$ cat src/rtl/msr_pkg.sv
package msr_pkg;
    localparam int DATA_W  = 8;
    localparam int ADDR_W  = 8;
    localparam int CTRL_W  = 3;
    localparam int GPI_W   = 2;
    localparam int GPI_LSB = 4;
    localparam int OT_BIT  = 0;

    typedef enum logic [0:0] {
        IRQ_IDLE     = 1'b0,
        IRQ_ASSERTED = 1'b1
    } irq_state_t;
endpackage

$ cat src/rtl/msr_slot_regs.sv
module msr_slot_regs
    import msr_pkg::*;
#(
    parameter int EVT_W = 4
) (
    input  logic              clk,
    input  logic              rst_n,
    input  logic              ctrl_we,
    input  logic              stat_we,
    input  logic [DATA_W-1:0] wdata,
    input  logic [EVT_W-1:0]  evt,
    output logic [CTRL_W-1:0] ctrl_q,
    output logic [EVT_W-1:0]  stat_q
);
    logic [EVT_W-1:0] clr_mask;

    always_comb begin
        clr_mask = '0;
        if (stat_we) clr_mask = wdata[EVT_W-1:0];
    end

    always_ff @(posedge clk or negedge rst_n) begin
        if (!rst_n) begin
            ctrl_q <= '0;
        end else if (ctrl_we) begin
            ctrl_q <= wdata[CTRL_W-1:0];
        end
    end

    // event set has priority over a clear in the same cycle
    always_ff @(posedge clk or negedge rst_n) begin
        if (!rst_n) begin
            stat_q <= '0;
        end else begin
            stat_q <= (stat_q & ~clr_mask) | evt;
        end
    end

    p_ctrl_hold_r2: assert property (@(posedge clk) disable iff (!rst_n)
        !ctrl_we |=> $stable(ctrl_q));

    p_sticky_hold_r3: assert property (@(posedge clk) disable iff (!rst_n)
        !stat_we |=> ((stat_q & $past(stat_q)) == $past(stat_q)));

    p_evt_wins_r5: assert property (@(posedge clk) disable iff (!rst_n)
        (|evt) |=> ((stat_q & $past(evt)) == $past(evt)));
endmodule

$ cat src/rtl/msr_common_regs.sv
module msr_common_regs
    import msr_pkg::*;
#(
    parameter int NUM_SLOTS = 2
) (
    input  logic                 clk,
    input  logic                 rst_n,
    input  logic                 com_we,
    input  logic                 mask_we,
    input  logic [DATA_W-1:0]    wdata,
    input  logic                 die_ot_evt,
    output logic                 ot_q,
    output logic [NUM_SLOTS:0]   mask_q
);
    localparam int MASK_W = NUM_SLOTS + 1;

    logic ot_clr;

    assign ot_clr = com_we & wdata[OT_BIT];

    always_ff @(posedge clk or negedge rst_n) begin
        if (!rst_n) begin
            ot_q <= 1'b0;
        end else begin
            ot_q <= (ot_q & ~ot_clr) | die_ot_evt;
        end
    end

    always_ff @(posedge clk or negedge rst_n) begin
        if (!rst_n) begin
            mask_q <= '0;
        end else if (mask_we) begin
            mask_q <= wdata[MASK_W-1:0];
        end
    end

    p_ot_set_r7: assert property (@(posedge clk) disable iff (!rst_n)
        die_ot_evt |=> ot_q);

    p_mask_hold_r9: assert property (@(posedge clk) disable iff (!rst_n)
        !mask_we |=> $stable(mask_q));
endmodule

$ cat src/rtl/msr_irq_fsm.sv
module msr_irq_fsm
    import msr_pkg::*;
(
    input  logic clk,
    input  logic rst_n,
    input  logic pending,
    output logic irq_n
);
    irq_state_t state_q;
    irq_state_t state_d;

    always_ff @(posedge clk or negedge rst_n) begin
        if (!rst_n) begin
            state_q <= IRQ_IDLE;
        end else begin
            state_q <= state_d;
        end
    end

    always_comb begin
        state_d = state_q;
        unique case (state_q)
            IRQ_IDLE:     if (pending)  state_d = IRQ_ASSERTED; // RAISE
            IRQ_ASSERTED: if (!pending) state_d = IRQ_IDLE;     // RELEASE
            default:      state_d = IRQ_IDLE;
        endcase
    end

    always_comb begin
        unique case (state_q)
            IRQ_ASSERTED: irq_n = 1'b0;
            default:      irq_n = 1'b1;
        endcase
    end

    p_irq_raise_r8: assert property (@(posedge clk) disable iff (!rst_n)
        pending |=> !irq_n);

    p_irq_release_r10: assert property (@(posedge clk) disable iff (!rst_n)
        !pending |=> irq_n);
endmodule

$ cat src/rtl/mgmt_status_regfile.sv
module mgmt_status_regfile
    import msr_pkg::*;
#(
    parameter int NUM_SLOTS = 2,
    parameter int EVT_W     = 4
) (
    input  logic                       clk,
    input  logic                       rst_n,
    input  logic [ADDR_W-1:0]          reg_addr,
    input  logic                       reg_wr,
    input  logic [DATA_W-1:0]          reg_wdata,
    output logic [DATA_W-1:0]          reg_rdata,
    input  logic [NUM_SLOTS*EVT_W-1:0] slot_fault_evt,
    input  logic                       die_ot_evt,
    input  logic [GPI_W-1:0]           gpi_pins,
    input  logic                       mgmt_active,
    output logic [2*NUM_SLOTS-1:0]     slot_enable,
    output logic [NUM_SLOTS-1:0]       force_on_block,
    output logic                       irq_n
);
    localparam logic [ADDR_W-1:0] COM_ADDR  = ADDR_W'(2 * NUM_SLOTS);
    localparam logic [ADDR_W-1:0] MASK_ADDR = ADDR_W'(2 * NUM_SLOTS + 1);

    logic [CTRL_W-1:0] ctrl_q [NUM_SLOTS];
    logic [EVT_W-1:0]  stat_q [NUM_SLOTS];
    logic              ot_q;
    logic [NUM_SLOTS:0] mask_q;
    logic              pending;

    for (genvar s = 0; s < NUM_SLOTS; s++) begin : g_slot
        localparam logic [ADDR_W-1:0] CTRL_ADDR = ADDR_W'(2 * s);
        localparam logic [ADDR_W-1:0] STAT_ADDR = ADDR_W'(2 * s + 1);

        logic ctrl_we;
        logic stat_we;

        assign ctrl_we = reg_wr && (reg_addr == CTRL_ADDR);
        assign stat_we = reg_wr && (reg_addr == STAT_ADDR);

        msr_slot_regs #(.EVT_W(EVT_W)) u_slot (
            .clk    (clk),
            .rst_n  (rst_n),
            .ctrl_we(ctrl_we),
            .stat_we(stat_we),
            .wdata  (reg_wdata),
            .evt    (slot_fault_evt[s*EVT_W +: EVT_W]),
            .ctrl_q (ctrl_q[s]),
            .stat_q (stat_q[s])
        );

        assign slot_enable[2*s +: 2] = ctrl_q[s][1:0];
        assign force_on_block[s]     = ctrl_q[s][2];
    end

    msr_common_regs #(.NUM_SLOTS(NUM_SLOTS)) u_common (
        .clk       (clk),
        .rst_n     (rst_n),
        .com_we    (reg_wr && (reg_addr == COM_ADDR)),
        .mask_we   (reg_wr && (reg_addr == MASK_ADDR)),
        .wdata     (reg_wdata),
        .die_ot_evt(die_ot_evt),
        .ot_q      (ot_q),
        .mask_q    (mask_q)
    );

    // read mux; unmapped addresses return zero
    always_comb begin
        reg_rdata = '0;
        for (int s = 0; s < NUM_SLOTS; s++) begin
            if (reg_addr == ADDR_W'(2 * s))     reg_rdata[CTRL_W-1:0] = ctrl_q[s];
            if (reg_addr == ADDR_W'(2 * s + 1)) reg_rdata[EVT_W-1:0]  = stat_q[s];
        end
        if (reg_addr == COM_ADDR) begin
            reg_rdata[OT_BIT]                = ot_q;
            reg_rdata[GPI_LSB +: GPI_W]      = gpi_pins;
        end
        if (reg_addr == MASK_ADDR) reg_rdata[NUM_SLOTS:0] = mask_q;
    end

    always_comb begin
        pending = ot_q & ~mask_q[NUM_SLOTS];
        for (int s = 0; s < NUM_SLOTS; s++) begin
            pending = pending | ((|stat_q[s]) & ~mask_q[s]);
        end
        pending = pending & mgmt_active;
    end

    msr_irq_fsm u_irq (
        .clk    (clk),
        .rst_n  (rst_n),
        .pending(pending),
        .irq_n  (irq_n)
    );
endmodule

$ cat config.mk
export PLATFORM = sky130hd
export DESIGN_NAME = mgmt_status_regfile
export DESIGN_NICKNAME = d
export VERILOG_FILES = /design/src/rtl/msr_pkg.sv /design/src/rtl/msr_slot_regs.sv /design/src/rtl/msr_common_regs.sv /design/src/rtl/msr_irq_fsm.sv /design/src/rtl/mgmt_status_regfile.sv
export SDC_FILE = /design/constraint.sdc
export NUM_CORES = 1
export LEC_CHECK = 0
export BUFFER_PORTS_ARGS = -buffer_cell sky130_fd_sc_hd__buf_4
export CAP_MARGIN = 10
export CORE_MARGIN = 5
export CORE_UTILIZATION = 42
export CTS_BUF_LIST = sky130_fd_sc_hd__clkbuf_8 sky130_fd_sc_hd__clkbuf_16
export CTS_CLUSTER_DIAMETER = 50
export DETAILED_ROUTE_END_ITERATION = 10
export GPL_TIMING_DRIVEN = 0
export PLACE_DENSITY = 0.75
export SYNTH_ARGS = -nofsm -noshare
export SYNTH_HDL_FRONTEND = slang
export SYNTH_SLANG_ARGS = --single-unit
$ cat constraint.sdc
create_clock -name clk -period 1.2 [get_ports clk]
set_input_delay 0.12 -clock clk [delete_from_list [all_inputs] [get_ports clk]]
set_output_delay 0.12 -clock clk [all_outputs]
set_load 0.1 [all_outputs]
==> results.json <==
{
  "cts_sinks": 19,
  "combPwrFrac_pct": 25.9,
  "p_leak_nw": 0.751,
  "p_clk_share_pct": 30.4,
  "cts_buffers": 3,
  "fin_worst_skew_ns": 0.00134,
  "multi_input_area_um2": 684,
  "critPathMaxStageDelay_ns": 0.49,
  "power_frac_seq_pct": 43.7,
  "r2r_slack_ns": -0.02,
  "fillers": 171,
  "outcome": "complete, but fails checks",
  "fin_crit_ns": 1.76,
  "final_common_cell": "buf_4",
  "p_per_area_nw_per_um2": 873,
  "min_from": "die_ot_evt",
  "dr.pass1.iters": 4,
  "drv_slew": 0,
  "drt_iter0_markers": 19,
  "r2r_cells": 4,
  "switchingPower_w": 0.000493,
  "finalPower_w": 0.00154,
  "viasPerCell": 5.61,
  "p_int_w": 0.00105,
  "start_util_pct": 43.6,
  "setup_viol": 7,
  "cp.arrival_ns": 1.64,
  "antenna_found_initial": 0,
  "cp_max_fo": 2,
  "ys_warn_count": 0,
  "cp-start-kind": "flop",
  "hold_path_class": "in -> reg",
  "cap_violations": 0,
  "port_buffers": 37,
  "violations": "negative setup slack",
  "grt_usage_pct": 18.5,
  "layout-drive-gt1-share_pct": 66.2,
  "dieWidth_um": 60.5,
  "setup_ws_ns": -0.562,
  "postSynthAreaPerCell_um2": 11.0,
  "slowest_stage": "dfrtp_4",
  "drc": 0,
  "crit_type": "reg -> out",
  "grt-ovfl-total": 0,
  "synthArstFlopShare_pct": 100,
  "rsz0062_at_grt": "true",
  "place_inst": 165,
  "yosys_register_bits": 19,
  "swShare_pct": 32.0,
  "grt_pass1_wl_mm": 4.91,
  "final_cells": 178,
  "synthFlopType": "dfrtp_1",
  "r2r_end": "u_irq.state_q$_DFF_PN0_",
  "dp_slack_ns": -0.575,
  "row_count": 18,
  "die-area_um2": 3660,
  "synth-seq-area-share_pct": 44.4,
  "pin_count": 46,
  "grt_max_degree": 20,
  "antenna_left": 0,
  "hold_depth": 2,
  "synth_cell_types": 30,
  "wl_mm": 3.20,
  "finalNetCount": 180,
  "path_buf_inv": 1,
  "finalCritPeriodShare_pct": 147,
  "cts-root-buf": "clkbuf_8",
  "vias": 998,
  "die_h_um": 60.5,
  "holdPathEnd": "u_common.ot_q$_DFF_PN0_",
  "synth_cells": 97,
  "area_growth_pct": 64.8,
  "mostFrequentLayoutCells": "39 x buf_4, 14 x mux2_2, 13 x dfrtp_1",
  "clk_path_buf_depth": 2,
  "vdd_drop_max_v": 0.000841,
  "timing.rr.start": "g_slot[0].u_slot.stat_q[3]$_DFF_PN0_",
  "synth_edf_count": 0,
  "fmax_mhz": 567,
  "clk_latency_ns": 0.26,
  "utilization_pct": 71.9,
  "worstSetupEndpointType": "output port",
  "dp_hpwl_mm": 2.25,
  "gp_congestion": 0.837,
  "netlist_area_um2": 1070,
  "wl_per_cell_um": 18.0,
  "clk_pin_slew_worst_paths_ns": 0.08,
  "cts_tree": "done",
  "hold_viol_final": 0,
  "crit_chain": "mux4_2, a22oi_2, nor2_4, buf_12",
  "cp_top_family": "flip-flops",
  "seq_area_um2": 495,
  "h-tree-depth": 1,
  "crit_required_ns": 1.08,
  "antenna_cells": 0,
  "core-area_um2": 2450,
  "grt_pass1_vias": 1013
}
[logic make-up (layout without fill, tap and decap cells)]
| kind of cell | count (synthesis) | in the layout | synth area share [%] |
|---|---|---|---|
| muxes | 16 | 16 | 18.1 |
| other | 1 | 2 | 0.350 |
| buffers and inverters | 11 | 61 | 5.37 |
| and+or+nand+nor | 34 | 34 | 20.9 |
| DFF | 19 | 19 | 44.4 |
| AOI/OAI and AO/OA | 16 | 16 | 10.9 |
[state kept, by name, summed over array words and instances, names as in the netlist]
name                  cells
g_slot.u_slot.stat_q      8
u_common.mask_q           3
u_irq.state_q             1
g_slot.u_slot.ctrl_q      6
u_common.ot_q             1
[power by group through the flow]
| stage | Clock [W] | Sequential, W | Combinational (W) |
|---|---|---|---|
| 2_1_floorplan | 0 | 0.000756 | 0.000162 |
| 3_3_place_gp | 0 | 0.000686 | 0.000355 |
| 3_5_place_dp | 0 | 0.000687 | 0.000361 |
| 4_1_cts | 0.000481 | 0.000674 | 0.000389 |
| 5_1_grt | 0.000503 | 0.000676 | 0.000418 |
| 6_report | 0.000469 | 0.000674 | 0.000398 |
[synthesized netlist by cell type (3+ instances only)]
cell	number	share of area (%)
dfrtp_1	19	44
mux2_2	14	15
nand4_1	9	5.3
a21o_1	7	4.9
inv_1	5	1.8
nor2_1	5	1.8
a22oi_1	3	2.1
and2_1	3	1.8
nor4_1	3	1.8
[metal layers]
metal	global-route usage [%]	up-vias	share of wire (%)
li1	-	458	-
met1	23.3	502	40
met2	31.9	33	54
met3	2.55	5	4.6
met4	7.43	0	1.5
met5	0	-	0
[per-stage QoR]
step	TNS, ns	area (µm²)	hold slack [ns]
floorplan	-1.86	1190	-0.176
global placement	-5.19	1500	0.00493
detailed placement	-5.35	1500	0.0121
CTS	-1.55	1720	0.0254
global route	-1.83	1770	0.0293
finish	-1.56	1770	0.0285
[timing repair]
action | in CTS | in global routing
resized for setup | 26 | 6
hold buffers | 1 | 0
pin swaps | 9 | 3
endpoints found under the setup margin | 9 | 8
setup buffers | 8 | 1
endpoints found under the hold margin | 19 | 0
[cell type report]
type | instances | area share, %
repair buffers | 47 | 25.0
well taps | 30 | 2.13
flip-flops and latches | 19 | 28.1
inverters | 5 | 1.06
plain buffers | 5 | 2.34
multi-input cells | 68 | 38.8
clock inverters | 1 | 0.283
clock buffers | 3 | 2.34
[worst max-delay path by stage]
stage / from / endpoint / slack [ns] / cells after the start
floorplan: reg_addr[3] / reg_rdata[3] / -0.58 / 4
global placement: reg_addr[0] / reg_rdata[1] / -0.59 / 6
detailed placement: reg_addr[0] / reg_rdata[1] / -0.58 / 6
CTS: g_slot[0].u_slot.ctrl_q[0]$_DFFE_PN0P_ / reg_rdata[0] / -0.60 / 4
global route: g_slot[0].u_slot.ctrl_q[0]$_DFFE_PN0P_ / reg_rdata[0] / -0.61 / 4
finish: g_slot[0].u_slot.ctrl_q[0]$_DFFE_PN0P_ / reg_rdata[0] / -0.56 / 4
Power figures use the tool's default switching activity.
